File: src/rtl/hall_comm_pkg.sv
// Package: shared constants and the drive pattern type of the commutation decoder.
// Assumes three phases; bit 0 of every phase vector is phase A.
package hall_comm_pkg;
    localparam int NUM_PH = 3;

    localparam logic [NUM_PH-1:0] PH_A = 3'b001;
    localparam logic [NUM_PH-1:0] PH_B = 3'b010;
    localparam logic [NUM_PH-1:0] PH_C = 3'b100;

    // One bridge pattern: which high and low switches close, and whether the code was invalid.
    typedef struct packed {
        logic              bad;
        logic [NUM_PH-1:0] hs;
        logic [NUM_PH-1:0] ls;
    } drive_pat_t;
endpackage

File: src/rtl/hall_sync_filter.sv
// Module: two-flop synchroniser plus stability qualifier for the sensor code.
// A sampled code must equal the previous sample and differ from the accepted
// code for more than filt_len clocks before it becomes the accepted code.
// Assumes filt_len is held constant while a code is being qualified.
module hall_sync_filter #(
    parameter int CODE_W = 3,
    parameter int FILT_W = 8
) (
    input  logic              clk,
    input  logic              rst_n,
    input  logic [CODE_W-1:0] raw,
    input  logic [FILT_W-1:0] filt_len,
    output logic [CODE_W-1:0] code,
    output logic              code_valid,
    output logic              accept
);
    localparam logic [FILT_W-1:0] CNT_MAX = '1;

    logic [CODE_W-1:0] meta_q;
    logic [CODE_W-1:0] sync_q;
    logic [CODE_W-1:0] last_q;
    logic [FILT_W-1:0] cnt_q;
    logic              differs;
    logic              steady;
    logic              take;

    assign differs = (sync_q != code) || !code_valid;
    assign steady  = (sync_q == last_q);
    assign take    = differs && steady && (cnt_q >= filt_len);

    // Purpose: bring the raw lines into the clock domain and keep one older sample.
    always_ff @(posedge clk) begin
        if (!rst_n) begin
            meta_q <= '0;
            sync_q <= '0;
            last_q <= '0;
        end else begin
            meta_q <= raw;
            sync_q <= meta_q;
            last_q <= sync_q;
        end
    end

    // Purpose: count consecutive steady samples of a new code, saturating.
    always_ff @(posedge clk) begin
        if (!rst_n) begin
            cnt_q <= '0;
        end else if (take || !differs || !steady) begin
            cnt_q <= '0;
        end else if (cnt_q != CNT_MAX) begin
            cnt_q <= cnt_q + 1'b1;
        end
    end

    // Purpose: latch the qualified code and issue the one-cycle accept pulse.
    always_ff @(posedge clk) begin
        if (!rst_n) begin
            code       <= '0;
            code_valid <= 1'b0;
            accept     <= 1'b0;
        end else begin
            accept <= take;
            if (take) begin
                code       <= sync_q;
                code_valid <= 1'b1;
            end
        end
    end

    // an accepted code was seen steady on the two most recent samples.
    assert_accept_steady_R7: assert property (@(posedge clk) disable iff (!rst_n)
        (code != $past(code)) |-> (code == $past(sync_q) && $past(sync_q) == $past(last_q)));

    // the accept pulse never lasts two cycles.
    assert_strobe_single_R8: assert property (@(posedge clk) disable iff (!rst_n)
        accept |=> !accept);
endmodule

File: src/rtl/commute_lut.sv
// Module: combinational decode of an accepted sensor code into a switch pair.
// 60-degree codes are first folded onto the 120-degree code of the same rotor
// sector; reverse drive swaps the high and low phases. Invalid codes give bad=1
// and no switch.
module commute_lut
    import hall_comm_pkg::*;
(
    input  logic [2:0] code,
    input  logic       sixty,
    input  logic       reverse,
    output drive_pat_t pat
);
    logic [2:0]        norm;
    logic              bad;
    logic [NUM_PH-1:0] hi_ph;
    logic [NUM_PH-1:0] lo_ph;

    // Purpose: fold the spacing variant onto one sector numbering and flag impossible codes.
    always_comb begin
        norm = code;
        bad  = 1'b0;
        if (sixty) begin
            case (code)
                3'b000:         norm = 3'b101;
                3'b111:         norm = 3'b010;
                3'b010, 3'b101: bad  = 1'b1;
                default:        norm = code;
            endcase
        end else begin
            bad = (code == 3'b000) || (code == 3'b111);
        end
    end

    // Purpose: forward-rotation switch pair for each sector.
    always_comb begin
        case (norm)
            3'b101:  begin hi_ph = PH_A; lo_ph = PH_B; end
            3'b001:  begin hi_ph = PH_C; lo_ph = PH_B; end
            3'b011:  begin hi_ph = PH_C; lo_ph = PH_A; end
            3'b010:  begin hi_ph = PH_B; lo_ph = PH_A; end
            3'b110:  begin hi_ph = PH_B; lo_ph = PH_C; end
            3'b100:  begin hi_ph = PH_A; lo_ph = PH_C; end
            default: begin hi_ph = '0;   lo_ph = '0;   end
        endcase
    end

    // Purpose: apply direction and suppress the pair for invalid codes.
    always_comb begin
        pat.bad = bad;
        if (bad) begin
            pat.hs = '0;
            pat.ls = '0;
        end else if (reverse) begin
            pat.hs = lo_ph;
            pat.ls = hi_ph;
        end else begin
            pat.hs = hi_ph;
            pat.ls = lo_ph;
        end
    end
endmodule

File: src/rtl/hall_drive_stage.sv
// Module: registered bridge output stage with braking and same-phase interlock.
// A switch closes only if its partner on the same phase was open in the
// previous cycle, so a swap of high and low on one phase passes through a
// cycle with both open. Assumes reset is held for at least one clock.
module hall_drive_stage
    import hall_comm_pkg::*;
(
    input  logic              clk,
    input  logic              rst_n,
    input  drive_pat_t        pat,
    input  logic              code_valid,
    input  logic              run_en,
    input  logic              brake_req,
    input  logic              brake_short,
    output logic [NUM_PH-1:0] hs_en,
    output logic [NUM_PH-1:0] ls_en,
    output logic              fault
);
    logic [NUM_PH-1:0] want_hs;
    logic [NUM_PH-1:0] want_ls;

    // Purpose: choose the requested bridge state from brake, run and pattern.
    always_comb begin
        want_hs = '0;
        want_ls = '0;
        if (brake_req && brake_short) begin
            want_ls = '1;
        end else if ((brake_req || run_en) && code_valid && !pat.bad) begin
            want_hs = pat.hs;
            want_ls = pat.ls;
        end
    end

    generate
        for (genvar p = 0; p < NUM_PH; p++) begin : g_leg
            logic hs_q;
            logic ls_q;

            // Purpose: per-leg register that closes a switch only after its partner was open.
            always_ff @(posedge clk) begin
                if (!rst_n) begin
                    hs_q <= 1'b0;
                    ls_q <= 1'b0;
                end else begin
                    hs_q <= want_hs[p] & ~ls_q;
                    ls_q <= want_ls[p] & ~hs_q;
                end
            end

            assign hs_en[p] = hs_q;
            assign ls_en[p] = ls_q;
        end
    endgenerate

    // Purpose: register the invalid-code flag alongside the outputs.
    always_ff @(posedge clk) begin
        if (!rst_n) begin
            fault <= 1'b0;
        end else begin
            fault <= code_valid && pat.bad;
        end
    end

    // no leg ever has both switches closed.
    assert_no_shoot_R6: assert property (@(posedge clk) disable iff (!rst_n)
        (hs_en & ls_en) == '0);

    // a switch that just closed had an open partner one cycle earlier.
    assert_turn_on_gap_R6: assert property (@(posedge clk) disable iff (!rst_n)
        ((ls_en & ~$past(ls_en) & $past(hs_en)) | (hs_en & ~$past(hs_en) & $past(ls_en))) == '0);

    // at most one high-side switch at any time.
    assert_one_high_R5: assert property (@(posedge clk) disable iff (!rst_n)
        $onehot0(hs_en));

    // outside a short brake and its release cycle, at most one low-side switch.
    assert_one_low_R5: assert property (@(posedge clk) disable iff (!rst_n)
        (!brake_req && !$past(brake_req)) |-> $onehot0(ls_en));

    // an invalid code never leaves a high-side switch closed.
    assert_fault_open_R4: assert property (@(posedge clk) disable iff (!rst_n)
        fault |-> (hs_en == '0));
endmodule

File: src/rtl/hall_commutator.sv
// Module: top of the Hall-sensor commutation decoder.
// Chains the synchroniser/qualifier, the sector table and the output stage.
// Counter-torque braking is realised by flipping the direction fed to the table.
module hall_commutator
    import hall_comm_pkg::*;
#(
    parameter int FILT_W = 8
) (
    input  logic              clk,
    input  logic              rst_n,
    input  logic [2:0]        hall_in,
    input  logic [FILT_W-1:0] filt_len,
    input  logic              run_en,
    input  logic              dir_rev,
    input  logic              sensor_60,
    input  logic              brake_req,
    input  logic              brake_short,
    output logic [2:0]        hs_en,
    output logic [2:0]        ls_en,
    output logic              comm_strobe,
    output logic              hall_fault
);
    logic [2:0] acc_code;
    logic       acc_valid;
    logic       eff_rev;
    drive_pat_t pat;

    assign eff_rev = dir_rev ^ (brake_req && !brake_short);

    hall_sync_filter #(
        .CODE_W (3),
        .FILT_W (FILT_W)
    ) u_filter (
        .clk        (clk),
        .rst_n      (rst_n),
        .raw        (hall_in),
        .filt_len   (filt_len),
        .code       (acc_code),
        .code_valid (acc_valid),
        .accept     (comm_strobe)
    );

    commute_lut u_lut (
        .code    (acc_code),
        .sixty   (sensor_60),
        .reverse (eff_rev),
        .pat     (pat)
    );

    hall_drive_stage u_stage (
        .clk         (clk),
        .rst_n       (rst_n),
        .pat         (pat),
        .code_valid  (acc_valid),
        .run_en      (run_en),
        .brake_req   (brake_req),
        .brake_short (brake_short),
        .hs_en       (hs_en),
        .ls_en       (ls_en),
        .fault       (hall_fault)
    );

    // two cycles of short braking leave every low-side switch closed.
    assert_short_brake_R10: assert property (@(posedge clk) disable iff (!rst_n)
        ($past(brake_req && brake_short) && brake_req && brake_short && $past(hs_en) == '0)
            |=> (ls_en == 3'b111));
endmodule

File: config.mk
export PLATFORM = sky130hd
export DESIGN_NAME = hall_commutator
export DESIGN_NICKNAME = d
export VERILOG_FILES = /design/src/rtl/hall_comm_pkg.sv /design/src/rtl/hall_sync_filter.sv /design/src/rtl/commute_lut.sv /design/src/rtl/hall_drive_stage.sv /design/src/rtl/hall_commutator.sv
export SDC_FILE = /design/constraint.sdc
export NUM_CORES = 1
export LEC_CHECK = 0
export ABC_AREA = 1
export BUFFER_PORTS_ARGS = -buffer_cell sky130_fd_sc_hd__buf_4
export CORE_MARGIN = 8
export CORE_UTILIZATION = 60
export CTS_CLUSTER_DIAMETER = 100
export DETAILED_ROUTE_END_ITERATION = 10
export PLACE_DENSITY = 0.81
export SKIP_LAST_GASP = 1
export SLEW_MARGIN = 20
export SYNTH_ARGS = -nofsm -noshare
export SYNTH_HDL_FRONTEND = slang
export SYNTH_SLANG_ARGS = --single-unit
File: constraint.sdc
create_clock -name clk -period 2.8 [get_ports clk]
set_input_delay 0.14 -clock clk [delete_from_list [all_inputs] [get_ports clk]]
set_output_delay 0.14 -clock clk [all_outputs]
set_load 0.01 [all_outputs]
==> results.txt <==
----------------------------------------------------
[Clock tree]
  # resized after CTS ... 0
  CTS tree ... done
  Clock insertion delay at the later pin of the skew report ... 0.32 ns
  Clock input transition at the sequential cells of the worst setup and hold paths ... 0.08 ns
  Clock Sink Count ... 29
  Number of levels the H-tree was split into ... 2
  Clock Tree Buf Depth ... 2
  Num CTS Buffers ... 5
  Post-CTS setup buffer count ... 0
  Root cell of the clock tree ... sky130_fd_sc_hd__clkbuf_4
  Number of hold buffers added after CTS ... 3

[GRT]
  Largest net degree at the start of global routing ... 16
  Number of antenna violations at the first check in global routing ... 0
  Overall fraction of global-route tracks in use ... 0.153
  Overflow left after global routing ... 0
  Via count of the first global-routing pass ... 1333
  First-pass GRT wire length ... 5.58 mm

[Placed design]
  HPWL after detailed placement ... 2.44 mm
  Routability cong. ... 0.805
  Number of port buffers ... 25

[Setup path]
  Critical path required time ... 3.06 ns
  Arrival time of the worst setup path ... 2.04 ns
  Type of element launching the critical path ... flop
  Capture point of the worst reg-to-reg path ... u_filter.cnt_q[7]
  Max Fanout on Critical Path ... 15
  Source of the worst register-to-register timing path ... u_filter.cnt_q[2]
  Count of cells along the worst register-to-register path ... 9
  Critical Setup Path Class ... flop to flop
  Reg-to-reg slack, setup ... 1.02 ns
  CP endpoint kind ... flop

[Floorplanning]
  IO Count ... 26
  Effective utilization at floorplan ... 0.620
  Die Span X ... 68.9 µm
  Die area ... 4750 µm²
  Height of the die ... 68.9 µm
  Number of core rows ... 19
  Floorplan core area ... 2710 µm²

[Logic synthesis]
  Distinct cell type count after synthesis ... 29
  Sequential fraction of the synthesis area ... 0.345
  Synth Register Bits ... 29
  Synth Instances ... 239
  Mean area per synthesized cell ... 7.03 µm²
  Number of warning messages in the yosys log ... 0
  Synthesized netlist net count ... 266
  Post-synth design cell area ... 1680 µm²

[Layout]
  Final-stage net count ... 290
  Share of layout cells above drive strength 1 ... 0.163
  Footprint of the flip-flops and latches ... 581 µm²
  Area of the multi-input gates ... 861 µm²
  Diodes inserted ... 0
  Fill count ... 247
  Area growth from synthesis to final layout ... 13.2%

[Timing]
  Min Hold Slack ... 0.134 ns
  Count of final setup violators ... 0
  Final-report hold violation count ... 0
  Tcrit/Tclk final ... 0.635
  Min cycle time layout ... 1.78 ns
  Achievable frequency ... 563 MHz
  Setup TNS ... 0 ns
  Slew margin rel. ... 0.655
  Worst-Margin Slew ... 0.516 ns
  Total count of max-transition violations in the final report ... 0
  RSZ-0062 raised after global routing ... false
  Worst Skew ... 0.0105 ns

[Detailed routing]
  Aggregate routed wire length ... 3.12 mm
  Avg WL per Cell ... 10.6 µm
  First-pass detailed-route iteration total ... 4
  Antenna-violating nets left ... 0
  Detailed Route Iter0 Violations ... 85
  DRC viols ... 0
  Routed vias/inst ... 5.02
  Via total after detailed routing ... 1476

[Flow run]
  Maxcap violations ... 0

[Min path]
  Hold endpoint ... u_filter.sync_q[2]
  Hold/Removal Path Class ... input port to flop
  Beginning of the worst hold path ... rst_n
  Worst hold path cell count ... 3

[Power and ir drop]
  Switching Power ... 0.194 mW
  Relative contribution of sequential cells to total power ... 0.549
  Internal Power ... 0.592 mW
  Static leakage ... 0.995 nW
  PwrDens ... 413 nW/µm²
  Worst VDD drop ... 0.494 mV
  Part of the power in the clock network ... 0.314
  Sw frac ... 0.247
  Combinational group share of total power ... 0.137

[Run status]
  Run status ... complete, no violations

----------------------------------------------------
-- per-layer routing --
layer / track usage / wire length, µm / vias to the layer above
met2: 0.241 / 1400 / 37
met4: 0.0576 / 55 / 0
met1: 0.184 / 1440 / 637
met3: 0.0598 / 224 / 8
li1: - / - / 794
met5: 0 / 0 / -
-- power by group through the flow --
stage	registers, mW	clock network (mW)	logic [mW]
2_1_floorplan	0.438	0	0.0721
3_3_place_gp	0.441	0	0.102
3_5_place_dp	0.441	0	0.104
5_1_grt	0.433	0.277	0.122
6_report	0.431	0.247	0.107
4_1_cts	0.431	0.256	0.108
-- flip-flops by register name (all words and copies together) (netlist names) --
name                 count
u_filter.accept          1
u_filter.cnt_q           8
u_filter.code            3
u_filter.code_valid      1
u_filter.last_q          3
u_filter.meta_q          3
u_filter.sync_q          3
u_stage.fault            1
u_stage.g_leg.hs_q       3
u_stage.g_leg.ls_q       3
-- worst max-delay path, cell delays in order, from the launching register on --
cell and delay [ns]:
sky130_fd_sc_hd__dfxtp_1 0.45, sky130_fd_sc_hd__ha_1 0.27, sky130_fd_sc_hd__nand2_1 0.07, sky130_fd_sc_hd__inv_1 0.05, sky130_fd_sc_hd__nand2_1 0.05, sky130_fd_sc_hd__nand2_1 0.04, sky130_fd_sc_hd__nand2_1 0.05, sky130_fd_sc_hd__nand3_1 0.36
sky130_fd_sc_hd__nor2_1 0.23, sky130_fd_sc_hd__nor2b_2 0.15
-- synth_stat cells --
cell / instances / area (µm²)
sky130_fd_sc_hd__a21o_1: 1 / 7.51
sky130_fd_sc_hd__a21oi_1: 12 / 60.1
sky130_fd_sc_hd__a22oi_1: 1 / 7.51
sky130_fd_sc_hd__and3_1: 1 / 6.26
sky130_fd_sc_hd__buf_4: 7 / 52.6
sky130_fd_sc_hd__buf_6: 3 / 33.8
sky130_fd_sc_hd__clkbuf_1: 1 / 3.75
sky130_fd_sc_hd__clkinv_2: 1 / 5.00
sky130_fd_sc_hd__dfxtp_1: 29 / 581
sky130_fd_sc_hd__ha_1: 9 / 113
sky130_fd_sc_hd__inv_1: 36 / 135
sky130_fd_sc_hd__inv_6: 1 / 8.76
sky130_fd_sc_hd__nand2_1: 62 / 233
sky130_fd_sc_hd__nand2_4: 1 / 11.3
sky130_fd_sc_hd__nand3_1: 18 / 90.1
sky130_fd_sc_hd__nand3b_1: 3 / 22.5
sky130_fd_sc_hd__nand4_1: 3 / 18.8
sky130_fd_sc_hd__nand4_2: 1 / 12.5
sky130_fd_sc_hd__nor2_1: 17 / 63.8
sky130_fd_sc_hd__nor2_2: 2 / 12.5
sky130_fd_sc_hd__nor2_4: 2 / 22.5
sky130_fd_sc_hd__nor2b_2: 1 / 8.76
sky130_fd_sc_hd__nor3_1: 7 / 35.0
sky130_fd_sc_hd__nor3b_1: 3 / 22.5
sky130_fd_sc_hd__o21ai_0: 7 / 35.0
sky130_fd_sc_hd__o21bai_1: 1 / 7.51
sky130_fd_sc_hd__or2_2: 3 / 18.8
sky130_fd_sc_hd__xnor2_1: 4 / 35.0
sky130_fd_sc_hd__xor2_1: 2 / 17.5
-- layout make-up --
cell class                      count  share of cell area
Clock buffer                        7              0.0289
Inverter                           38              0.0783
Multi-Input combinational cell    161               0.453
Sequential cell                    29               0.305
Tap cell                           31              0.0204
Timing Repair Buffer               28               0.114
-- per-stage QoR --
step	power (mW)	cell area (µm²)	util	instances	worst slack, ns
floorplan	0.510	1680	-	239	1.31
global placement	0.542	1820	0.670	284	1.04
detailed placement	0.544	1820	0.670	284	1.04
CTS	0.794	1900	0.702	294	1.03
global route	0.832	1900	0.702	294	0.799
finish	0.785	1900	0.702	294	1.02
-- worst max path at each step --
| stage | cells past startpoint | to | slack, ns | start |
|---|---|---|---|---|
| floorplan | 10 | u_filter.code[0] | 1.31 | u_filter.cnt_q[2] |
| global placement | 7 | u_filter.code_valid | 1.04 | u_filter.cnt_q[3] |
| detailed placement | 7 | u_filter.code_valid | 1.04 | u_filter.cnt_q[3] |
| CTS | 7 | u_filter.cnt_q[7] | 1.03 | u_filter.cnt_q[3] |
| global route | 7 | u_filter.code_valid | 0.80 | u_filter.cnt_q[3] |
| finish | 9 | u_filter.cnt_q[7] | 1.02 | u_filter.cnt_q[2] |
-- cell usage in the layout (no fill, tap or decap), types with 4 or more instances in the layout --
| cell | synthesis | layout |
|---|---|---|
| sky130_fd_sc_hd__nand2_1 | 62 | 62 |
| sky130_fd_sc_hd__ha_1 | 9 | 9 |
| sky130_fd_sc_hd__inv_1 | 36 | 36 |
| sky130_fd_sc_hd__clkbuf_4 | 0 | 5 |
| sky130_fd_sc_hd__dfxtp_1 | 29 | 29 |
| sky130_fd_sc_hd__nor2_1 | 17 | 17 |
| sky130_fd_sc_hd__nor3_1 | 7 | 7 |
| sky130_fd_sc_hd__buf_4 | 7 | 25 |
| sky130_fd_sc_hd__xnor2_1 | 4 | 4 |
| sky130_fd_sc_hd__nand3_1 | 18 | 18 |
| sky130_fd_sc_hd__a21oi_1 | 12 | 12 |
| sky130_fd_sc_hd__o21ai_0 | 7 | 7 |
-- kinds of logic (layout without fill, tap and decap cells) --
logic type               after synthesis  count (layout)  share of synthesized area
AND/OR/NAND/NOR                      124             124                      0.344
buffers and inverters                 49              73                      0.142
XOR/XNOR                               6               6                     0.0313
adder cells (fa/ha/maj)                9               9                     0.0670
flip-flops                            29              29                      0.345
AO/OA/AOI/OAI                         22              22                     0.0700
No activity file was read; power rests on OpenSTA's default activity.
